--- src/rtl/seg_pkg.sv ---
package seg_pkg;

  localparam int DIGIT_W  = 4;
  localparam int SEG_N    = 7;
  localparam int DEC_MAX  = 9;

  typedef logic [DIGIT_W-1:0] digit_t;
  typedef logic [SEG_N-1:0]   seg_t;

  // How the output stage drives the segment bus.
  typedef enum logic [1:0] {
    DRV_GLYPH = 2'd0,
    DRV_ALL   = 2'd1,
    DRV_DARK  = 2'd2
  } drive_e;

  localparam seg_t SEG_ALL_ON  = {SEG_N{1'b1}};
  localparam seg_t SEG_ALL_OFF = {SEG_N{1'b0}};

  // Bit order g f e d c b a, i.e. bit k drives segment 'a'+k.
  function automatic seg_t glyph_of(input digit_t d);
    seg_t p;
    unique case (d)
      4'd0:    p = 7'b0111111;
      4'd1:    p = 7'b0000110;
      4'd2:    p = 7'b1011011;
      4'd3:    p = 7'b1001111;
      4'd4:    p = 7'b1100110;
      4'd5:    p = 7'b1101101;
      4'd6:    p = 7'b1111101;
      4'd7:    p = 7'b0000111;
      4'd8:    p = 7'b1111111;
      4'd9:    p = 7'b1101111;
      default: p = SEG_ALL_OFF;
    endcase
    return p;
  endfunction

  function automatic logic is_decimal(input digit_t d);
    return (d <= digit_t'(DEC_MAX));
  endfunction

endpackage

--- src/rtl/seg_glyph_map.sv ---
module seg_glyph_map
  import seg_pkg::*;
(
  input  digit_t digit,
  output seg_t   glyph,
  output logic   glyph_valid,
  output logic   digit_zero
);

  always_comb begin
    glyph       = glyph_of(digit);
    glyph_valid = is_decimal(digit);
    digit_zero  = (digit == '0);
  end

endmodule

--- src/rtl/seg_priority_ctrl.sv ---
module seg_priority_ctrl
  import seg_pkg::*;
(
  input  logic   lamp_test,
  input  logic   blank,
  input  logic   rb_in,
  input  logic   digit_zero,
  input  logic   glyph_valid,
  output drive_e mode,
  output logic   zero_suppressed,
  output logic   rb_out
);

  always_comb begin
    zero_suppressed = 1'b0;
    if (lamp_test) begin
      mode = DRV_ALL;
    end else if (blank) begin
      mode = DRV_DARK;
    end else if (rb_in && digit_zero) begin
      mode            = DRV_DARK;
      zero_suppressed = 1'b1;
    end else if (!glyph_valid) begin
      mode = DRV_DARK;
    end else begin
      mode = DRV_GLYPH;
    end
  end

  assign rb_out = zero_suppressed;

endmodule

--- src/rtl/seg_output_stage.sv ---
module seg_output_stage
  import seg_pkg::*;
(
  input  drive_e mode,
  input  seg_t   glyph,
  output seg_t   seg
);

  for (genvar k = 0; k < SEG_N; k++) begin : g_seg
    always_comb begin
      unique case (mode)
        DRV_ALL:   seg[k] = 1'b1;
        DRV_GLYPH: seg[k] = glyph[k];
        default:   seg[k] = 1'b0;
      endcase
    end
  end

endmodule

--- src/rtl/bcd_rb_decoder.sv ---
module bcd_rb_decoder
  import seg_pkg::*;
(
  input  logic [3:0] digit,
  input  logic       lamp_test,
  input  logic       blank,
  input  logic       rb_in,
  output logic [6:0] seg,
  output logic       rb_out
);

  seg_t   glyph;
  logic   glyph_valid;
  logic   digit_zero;
  logic   zero_suppressed;
  drive_e mode;

  seg_glyph_map u_map (
    .digit       (digit),
    .glyph       (glyph),
    .glyph_valid (glyph_valid),
    .digit_zero  (digit_zero)
  );

  seg_priority_ctrl u_ctrl (
    .lamp_test       (lamp_test),
    .blank           (blank),
    .rb_in           (rb_in),
    .digit_zero      (digit_zero),
    .glyph_valid     (glyph_valid),
    .mode            (mode),
    .zero_suppressed (zero_suppressed),
    .rb_out          (rb_out)
  );

  seg_output_stage u_out (
    .mode  (mode),
    .glyph (glyph),
    .seg   (seg)
  );

endmodule

--- config.mk ---
export PLATFORM = sky130hd
export DESIGN_NAME = bcd_rb_decoder
export DESIGN_NICKNAME = d
export VERILOG_FILES = /design/src/rtl/seg_pkg.sv /design/src/rtl/seg_glyph_map.sv /design/src/rtl/seg_priority_ctrl.sv /design/src/rtl/seg_output_stage.sv /design/src/rtl/bcd_rb_decoder.sv
export SDC_FILE = /design/constraint.sdc
export NUM_CORES = 1
export LEC_CHECK = 0
export BUFFER_PORTS_ARGS = -buffer_cell sky130_fd_sc_hd__buf_4
export CORE_AREA = 2 2 39 41
export DETAILED_ROUTE_END_ITERATION = 10
export DIE_AREA = 0 0 41 43
export SYNTH_ARGS = -nofsm -noshare
export SYNTH_HDL_FRONTEND = slang
export SYNTH_SLANG_ARGS = --single-unit
export TNS_END_PERCENT = 5
--- constraint.sdc ---
create_clock -name vclk -period 2
set_input_delay 0.4 -clock vclk [all_inputs]
set_output_delay 0.4 -clock vclk [all_outputs]
set_load 0.1 [all_outputs]
== Word level (Yosys, flattened, before mapping) ==
Memory sizes are Yosys's and may differ from the RTL's.
Index checks and enable logic that the tools add are counted.

* Bits in registers: 0
* Latch bits: 0
* Bits in writable memories: 0
* Bits in read-only memories: 112
* Bits of input ports: 7
* Output and inout port bits: 8
* Word-level logic and storage cells: 20
* Memories: 1

{| class="wikitable"
|+ Memory list
! memory !! depth !! bits a word !! rd ports !! clocked after Yosys merged registers in !! write ports !! line !! text
|-
| (no name shown) || 16 || 7 || 1 || 0 || 0 || seg_pkg.sv:23 || <nowiki>unique case (d)</nowiki>
|}

* Add/sub/neg operators: 0
* $mul: 0
* Divide/modulo/power cells: 0
* Magnitude comparators: 1
* Equality and inequality tests: 1
* Shifts and indexed selects: 0
* Multiplexer cells: 14
* Bitwise logic cells: 0
* Reduce and logical (&&, ||, !) cells: 3

{| class="wikitable"
|+ Operator list
! cell !! count
|-
| 1-bit one-hot mux with 2 select lines || 7
|-
| 2-bit two-way mux || 4
|-
| 4-bit <= comparator, second input constant || 1
|-
| 4-bit zero test || 1
|-
| 1-bit two-way mux || 3
|-
| 2-bit by 1-bit == test with 1-bit output, second input constant || 1
|-
| 2-bit zero test || 1
|-
| 1-bit logical AND || 1
|}

== Depth between registers and ports, before layout ==
Gate-level depths: netlist of run 1.

* Word-level depth: 7
* Gate-level depth with buffers: 5
* Mapped depth without buffers: 5

== Hierarchy ==
Synthesis of run 1 repeated with hierarchy kept, for this count alone.

* Cells, all modules: 45
* Area, all modules: 337.8 µm²

{| class="wikitable"
|+ By module, submodules not included
! module !! times used !! cells each !! area an instance (µm²) !! seq. area each (µm²)
|-
| seg_glyph_map || 1 || 32 || 234.0 || 0.0
|-
| seg_output_stage || 1 || 7 || 70.1 || 0.0
|-
| seg_priority_ctrl || 1 || 6 || 33.8 || 0.0
|}

== Worst setup path after synthesis of run 1 ==
No wires, ideal clock.

* Kind: input-to-output
* Start: input port digit[0]
* End: output port rb_out
* Arrival: 3663 ps
* Required time: 1600 ps
* Slack: -2063 ps
* Stages: 4
* Path buffers: 0
* Cell sequence: inv_1 ha_1 nand3b_4 nor4_1

* Cells in the longest elaborated chain, start to end: 5

{| class="wikitable"
|+ Ends and longest elaborated chain
! what !! line !! text
|-
| from (decl) || bcd_rb_decoder.sv:4 || <nowiki>input logic [3:0] digit,</nowiki>
|-
| 4-bit zero test || seg_glyph_map.sv:13 || <nowiki>digit_zero = (digit == '0);</nowiki>
|-
| 1-bit logical AND || seg_priority_ctrl.sv:20 || <nowiki>end else if (rb_in && digit_zero) begin</nowiki>
|-
| 1-bit two-way mux || seg_priority_ctrl.sv:20 ||
|-
| 1-bit two-way mux || seg_priority_ctrl.sv:18 || <nowiki>end else if (blank) begin</nowiki>
|-
| 1-bit two-way mux || seg_priority_ctrl.sv:16 || <nowiki>if (lamp_test) begin</nowiki>
|-
| to (decl) || bcd_rb_decoder.sv:9 || <nowiki>output logic rb_out</nowiki>
|}

Every way passes these cells.

== Final worst setup path of run 1 ==
* Start: input port digit[0]
* End: output port seg[3]

* Cells in the longest elaborated chain, start to end: 7
* Elaborated cells between the ends (all ways): 11
* Those cells by class: 1 x order compare; 1 x eq/ne; 5 x mux; 3 x reduce/logical; 1 x memory

{| class="wikitable"
|+ Ends and longest elaborated chain
! what !! line !! text
|-
| 4-bit <= comparator / 4-bit zero test (equally long branches) || seg_pkg.sv:40, seg_glyph_map.sv:13 ||
|-
| 2-bit two-way mux / 1-bit logical AND (equally long branches) || seg_priority_ctrl.sv:23, seg_priority_ctrl.sv:20 ||
|-
| 2-bit two-way mux || seg_priority_ctrl.sv:20 ||
|-
| 2-bit two-way mux || seg_priority_ctrl.sv:18 ||
|-
| 2-bit two-way mux || seg_priority_ctrl.sv:16 ||
|-
| 2-bit by 1-bit == test with 1-bit output / 2-bit zero test (equally long branches) || seg_output_stage.sv:11 || <nowiki>unique case (mode)</nowiki>
|-
| 1-bit one-hot mux with 2 select lines * || seg_output_stage.sv:11 ||
|-
| to (decl) || bcd_rb_decoder.sv:8 || <nowiki>output logic [6:0] seg,</nowiki>
|}

Every way passes the cells marked *; elsewhere a longest branch is shown, timed or not.

==> results.py, run 1 <==
metrics = {
    "outcome": {
        "status": "finished with violations",
        "violations": "setup timing",
    },
    "sta": {
        "layout_min_cycle_time_ns": 2.03,
        "layout_setup_ws_ns": -0.0340,
        "setup_violations": 6,
        "fin_crit_sh_pct": 102,
        "slew_headroom_pct": 75.7,
        "fmax_ghz": 0.492,
        "whs_ns": 1.14,
        "rsz0062_at_grt": "yes",
        "hold_viol": 0,
        "tightest_slew_ns": 0.364,
        "slew_violations": 0,
    },
    "floorplan": {
        "io_pins": 15,
        "die_width_um": 41,
        "rows": 14,
        "core_um2": 1380,
        "die_h_um": 43,
        "start_util_pct": 24.3,
        "dieArea_um2": 1760,
    },
    "worst_setup_path": {
        "worstPathRequired_ns": 1.60,
        "arrival_ns": 1.63,
        "cp-start-kind": "primary input",
        "crit_path_start": "digit[0]",
        "crit_path_end_kind": "primary output",
        "max_stage_delay_ns": 0.32,
        "path_cells": "buf_4 -> inv_1 -> ha_2 -> o21ba_4 -> a32oi_4 -> o21bai_2 -> buf_12",
        "worstPathMaxFanout": 6,
        "critPathSlowestCell": "a32oi_4",
        "worstSetupPathType": "primary input to primary output",
    },
    "power": {
        "power.density_nw_per_um2": 329,
        "peakVddDrop_mv": 0.148,
        "total_power_uw": 214,
        "p_leak_uw": 0.000296,
    },
    "routing": {
        "vias_per_cell": 4.58,
        "wire_per_inst_um": 11.9,
        "drt-total-wl_um": 879,
        "vias": 339,
        "dr.pass1.iters": 2,
        "route.detailed.drc": 0,
        "ant_nets": 0,
        "drtIter0Drc": 2,
    },
    "logic_synthesis": {
        "yosysSeqAreaShare_pct": 0,
        "synthDistinctLibCells": 20,
        "yosysTopAreaCellShare_pct": 26.0,
        "syn_area_um2": 337,
        "synth_common_cells": "7 x ha_1, 7 x o21bai_1, 4 x nor2_1",
        "syn_area_per_cell_um2": 8.41,
        "postSynthCellCount": 40,
        "syn_nets": 54,
        "yosys_warnings": 0,
        "yosys-top-cells-area": "ha_1 26%, o21bai_1 16%, a32oi_4 8.2%",
        "synth_area_leader_cell": "ha_1",
    },
    "flow_run": {
        "maxCapViolCount": 0,
    },
    "place": {
        "pre_cts_slack_ns": -0.121,
        "dp_hpwl_um": 648,
        "placed_cells": 74,
        "gp_congestion": 0.746,
        "port_buffers": 15,
    },
    "worst_hold_path": {
        "hold-path-cell-count": 3,
        "hold_path.class": "primary input to primary output",
        "min_from": "blank",
    },
    "global_routing": {
        "grt_usage_pct": 11.8,
        "first_global_vias": 356,
        "grt_pass1_wl_um": 1540,
        "grt_max_degree": 12,
        "gr-total-overflow": 0,
        "antenna_found_initial": 0,
    },
    "final_layout": {
        "regArea_um2": 0,
        "multi_input_area_um2": 377,
        "fin_nets": 74,
        "design.seq.count": 0,
        "diodes": 0,
        "drive_gt1_share_pct": 63.8,
        "finalNonFillerCells": 74,
        "n_clock_buffer": 0,
        "fillers": 139,
        "area_growth_pct": 92.9,
    },
    "clock_tree": {
        "postCtsSetupRepairBufs": 0,
    },
}
metrics by stage:
stage          setup TNS, ns  util (%)  instance area (um2)
6_report              -0.155      46.9                  649
4_1_cts              -0.0537      44.9                  622
2_1_floorplan          -1.92         -                  378
3_3_place_gp          -0.573      38.2                  529
3_5_place_dp          -0.756      38.2                  529
5_1_grt               -0.649      46.9                  649
logic make-up (layout without fill, tap and decap cells):
kind of cell | count (synthesis) | after routing | synth area share [%]
AND/OR/NAND/NOR | 15 | 15 | 29.7
AO/OA/AOI/OAI | 12 | 12 | 32.3
adder cells (fa/ha/maj) | 7 | 7 | 26.0
buffers and inverters | 5 | 23 | 8.92
multiplexers | 1 | 1 | 2.97
where the power goes:
part | switching [uW] | internal [uW] | leakage (uW)
clock | 0 | 0 | 0
combinational | 131 | 83.0 | 0.000296
sequential | 0 | 0 | 0
layout by cell type, fill, tap and decap left out:
master and count:
a32oi_4 1, nand3b_4 1, buf_6 1, ha_1 4, buf_12 7, nand4bb_1 1, nor3_2 1, inv_1 3
mux2i_1 1, o21ba_4 1, or2_2 2, nand2_1 1, and2_1 1, nor3b_1 1, nor2b_1 2, nor4_4 1
a21oi_1 2, ha_2 2, buf_4 12, ha_4 1, o221ai_1 1, nor2_1 4, o21bai_2 7
per-layer routing:
metal  wire length [um]  global-route usage [%]  vias up
met4                  0                       0        0
met2                476                    22.2        8
met1                368                    14.6      152
met3                 34                   0.524        0
met5                  0                       0        -
li1                   -                       -      179
what timing repair did:
item,4_1_cts,5_1_grt
setup endpoints to repair,8,8
gates resized for setup,23,5
hold buffers,0,0
pin swaps,7,1
worst max-delay path, delay by kind of cell:
| family | cells | cell delay (ns) |
|---|---|---|
| buf+inv | 3 | 0.36 |
| fa+ha+maj | 1 | 0.21 |
| compound gates | 3 | 0.65 |
layout make-up:
class / instances / share of cell area (%)
Inverter: 3 / 1.73
Multi-Input combinational cell: 35 / 58.0
Tap cell: 16 / 3.08
Timing Repair Buffer: 20 / 37.2
final timing paths:
kind	endpoint	slack, ns
worst max-delay path	seg[3]	-0.03
worst min-delay path	rb_out	1.14
Power figures use the tool's default switching activity.
==> inputs of run 2 (changes only) <==
BUFFER_PORTS_ARGS = unset   (was -buffer_cell sky130_fd_sc_hd__buf_4)
DONT_BUFFER_PORTS = 1   (was unset)
TNS_END_PERCENT = 30   (was 5)
==> results.py, run 2 (synthesis gave the netlist of run 1 again) <==
metrics = {
    "outcome": {
        "status": "complete, no violations",
    },
    "sta": {
        "slew_headroom_pct": 77.3,
        "slew_violations": 0,
        "layout_setup_ws_ns": 0.0501,
        "tns_ns": 0,
        "setup_violations": 0,
        "hold_viol": 0,
        "fin_crit_sh_pct": 97.5,
        "rsz0062_at_grt": "yes",
        "fmax_ghz": 0.513,
        "layout_min_cycle_time_ns": 1.95,
        "whs_ns": 0.984,
        "tightest_slew_ns": 0.340,
    },
    "floorplan": {
        "die_h_um": 43,
        "core_um2": 1380,
        "dieArea_um2": 1760,
        "io_pins": 15,
        "die_width_um": 41,
        "start_util_pct": 24.3,
        "rows": 14,
    },
    "global_routing": {
        "first_global_vias": 304,
        "gr-total-overflow": 0,
        "grt_max_degree": 12,
        "grt_pass1_wl_um": 1350,
        "grt_usage_pct": 10.2,
        "antenna_found_initial": 0,
    },
    "routing": {
        "route.detailed.drc": 0,
        "routedLengthMet1_um": 359,
        "drt-total-wl_um": 828,
        "routed.top_layer": "met3",
        "wire_per_inst_um": 13.4,
        "ant_nets": 0,
        "drtIter0Drc": 2,
        "met3_wirelength_um": 80,
        "dr.pass1.iters": 4,
        "vias": 306,
        "vias_per_cell": 4.94,
        "met2_length_um": 388,
    },
    "place": {
        "pre_cts_slack_ns": 0.00476,
        "port_buffers": 0,
        "gp_congestion": 0.667,
        "dp_hpwl_um": 658,
    },
    "clock_tree": {
        "post_cts_resized": 0,
        "hold_buffers": 0,
        "postCtsSetupRepairBufs": 0,
    },
    "worst_hold_path": {
        "hold-path-cell-count": 2,
        "hold_path.class": "primary input to primary output",
    },
    "worst_setup_path": {
        "crit_path_end_kind": "primary output",
        "cp-start-kind": "primary input",
        "worstPathMaxFanout": 6,
        "arrival_ns": 1.55,
        "worstPathRequired_ns": 1.60,
        "worstSetupPathType": "primary input to primary output",
    },
    "final_layout": {
        "area_growth_pct": 63.2,
        "fin_nets": 62,
        "n_clock_buffer": 0,
        "layout_commonest_cell": "buf_12",
        "drive_gt1_share_pct": 47.8,
        "design.seq.count": 0,
        "mostFrequentLayoutCells": "8 x buf_12, 6 x o21bai_2, 6 x ha_1",
        "fillers": 132,
        "regArea_um2": 0,
        "diodes": 0,
    },
    "power": {
        "p_leak_uw": 0.000239,
        "peakVddDrop_mv": 0.224,
        "power.density_nw_per_um2": 327,
    },
    "flow_run": {
        "maxCapViolCount": 0,
    },
}
==> run 2: path summary, 6_finish.rpt <==
path | from | end | slack, ns
setup / recovery | digit[0] | seg[5] | 0.05
hold / removal | digit[3] | rb_out | 0.98
==> run 2: critical path: stages <==
cell	delay [ns]
inv_1	0.06
ha_1	0.22
o21ba_2	0.23
a32oi_4	0.31
o21bai_2	0.14
buf_12	0.18
==> run 2: metal layers <==
| metal | vias up | GRT usage (%) |
|---|---|---|
| met1 | 139 | 16.5 |
| met2 | 14 | 15.6 |
| met5 | - | 0 |
| met3 | 0 | 0 |
| li1 | 153 | - |
| met4 | 0 | 0 |
==> run 2: area by class of cell <==
type	count	area [um2]	share of cell area, %
Inverter	3	11.3	2.05
Multi-Input combinational cell	35	358	65.1
Tap cell	16	20.0	3.64
Timing Repair Buffer	8	160	29.2
==> run 2: where the power goes <==
part,switching (uW),internal [uW]
Clock,0,0
Sequential,0,0
Combinational,112,67.8
==> run 2: metrics by stage <==
stage	area [um2]	std cells	utilization (%)	power, uW
2_1_floorplan	385	40	-	134
3_3_place_gp	547	62	39.5	180
3_5_place_dp	547	62	39.5	180
4_1_cts	547	62	39.5	181
5_1_grt	549	62	39.7	187
6_report	549	62	39.7	180
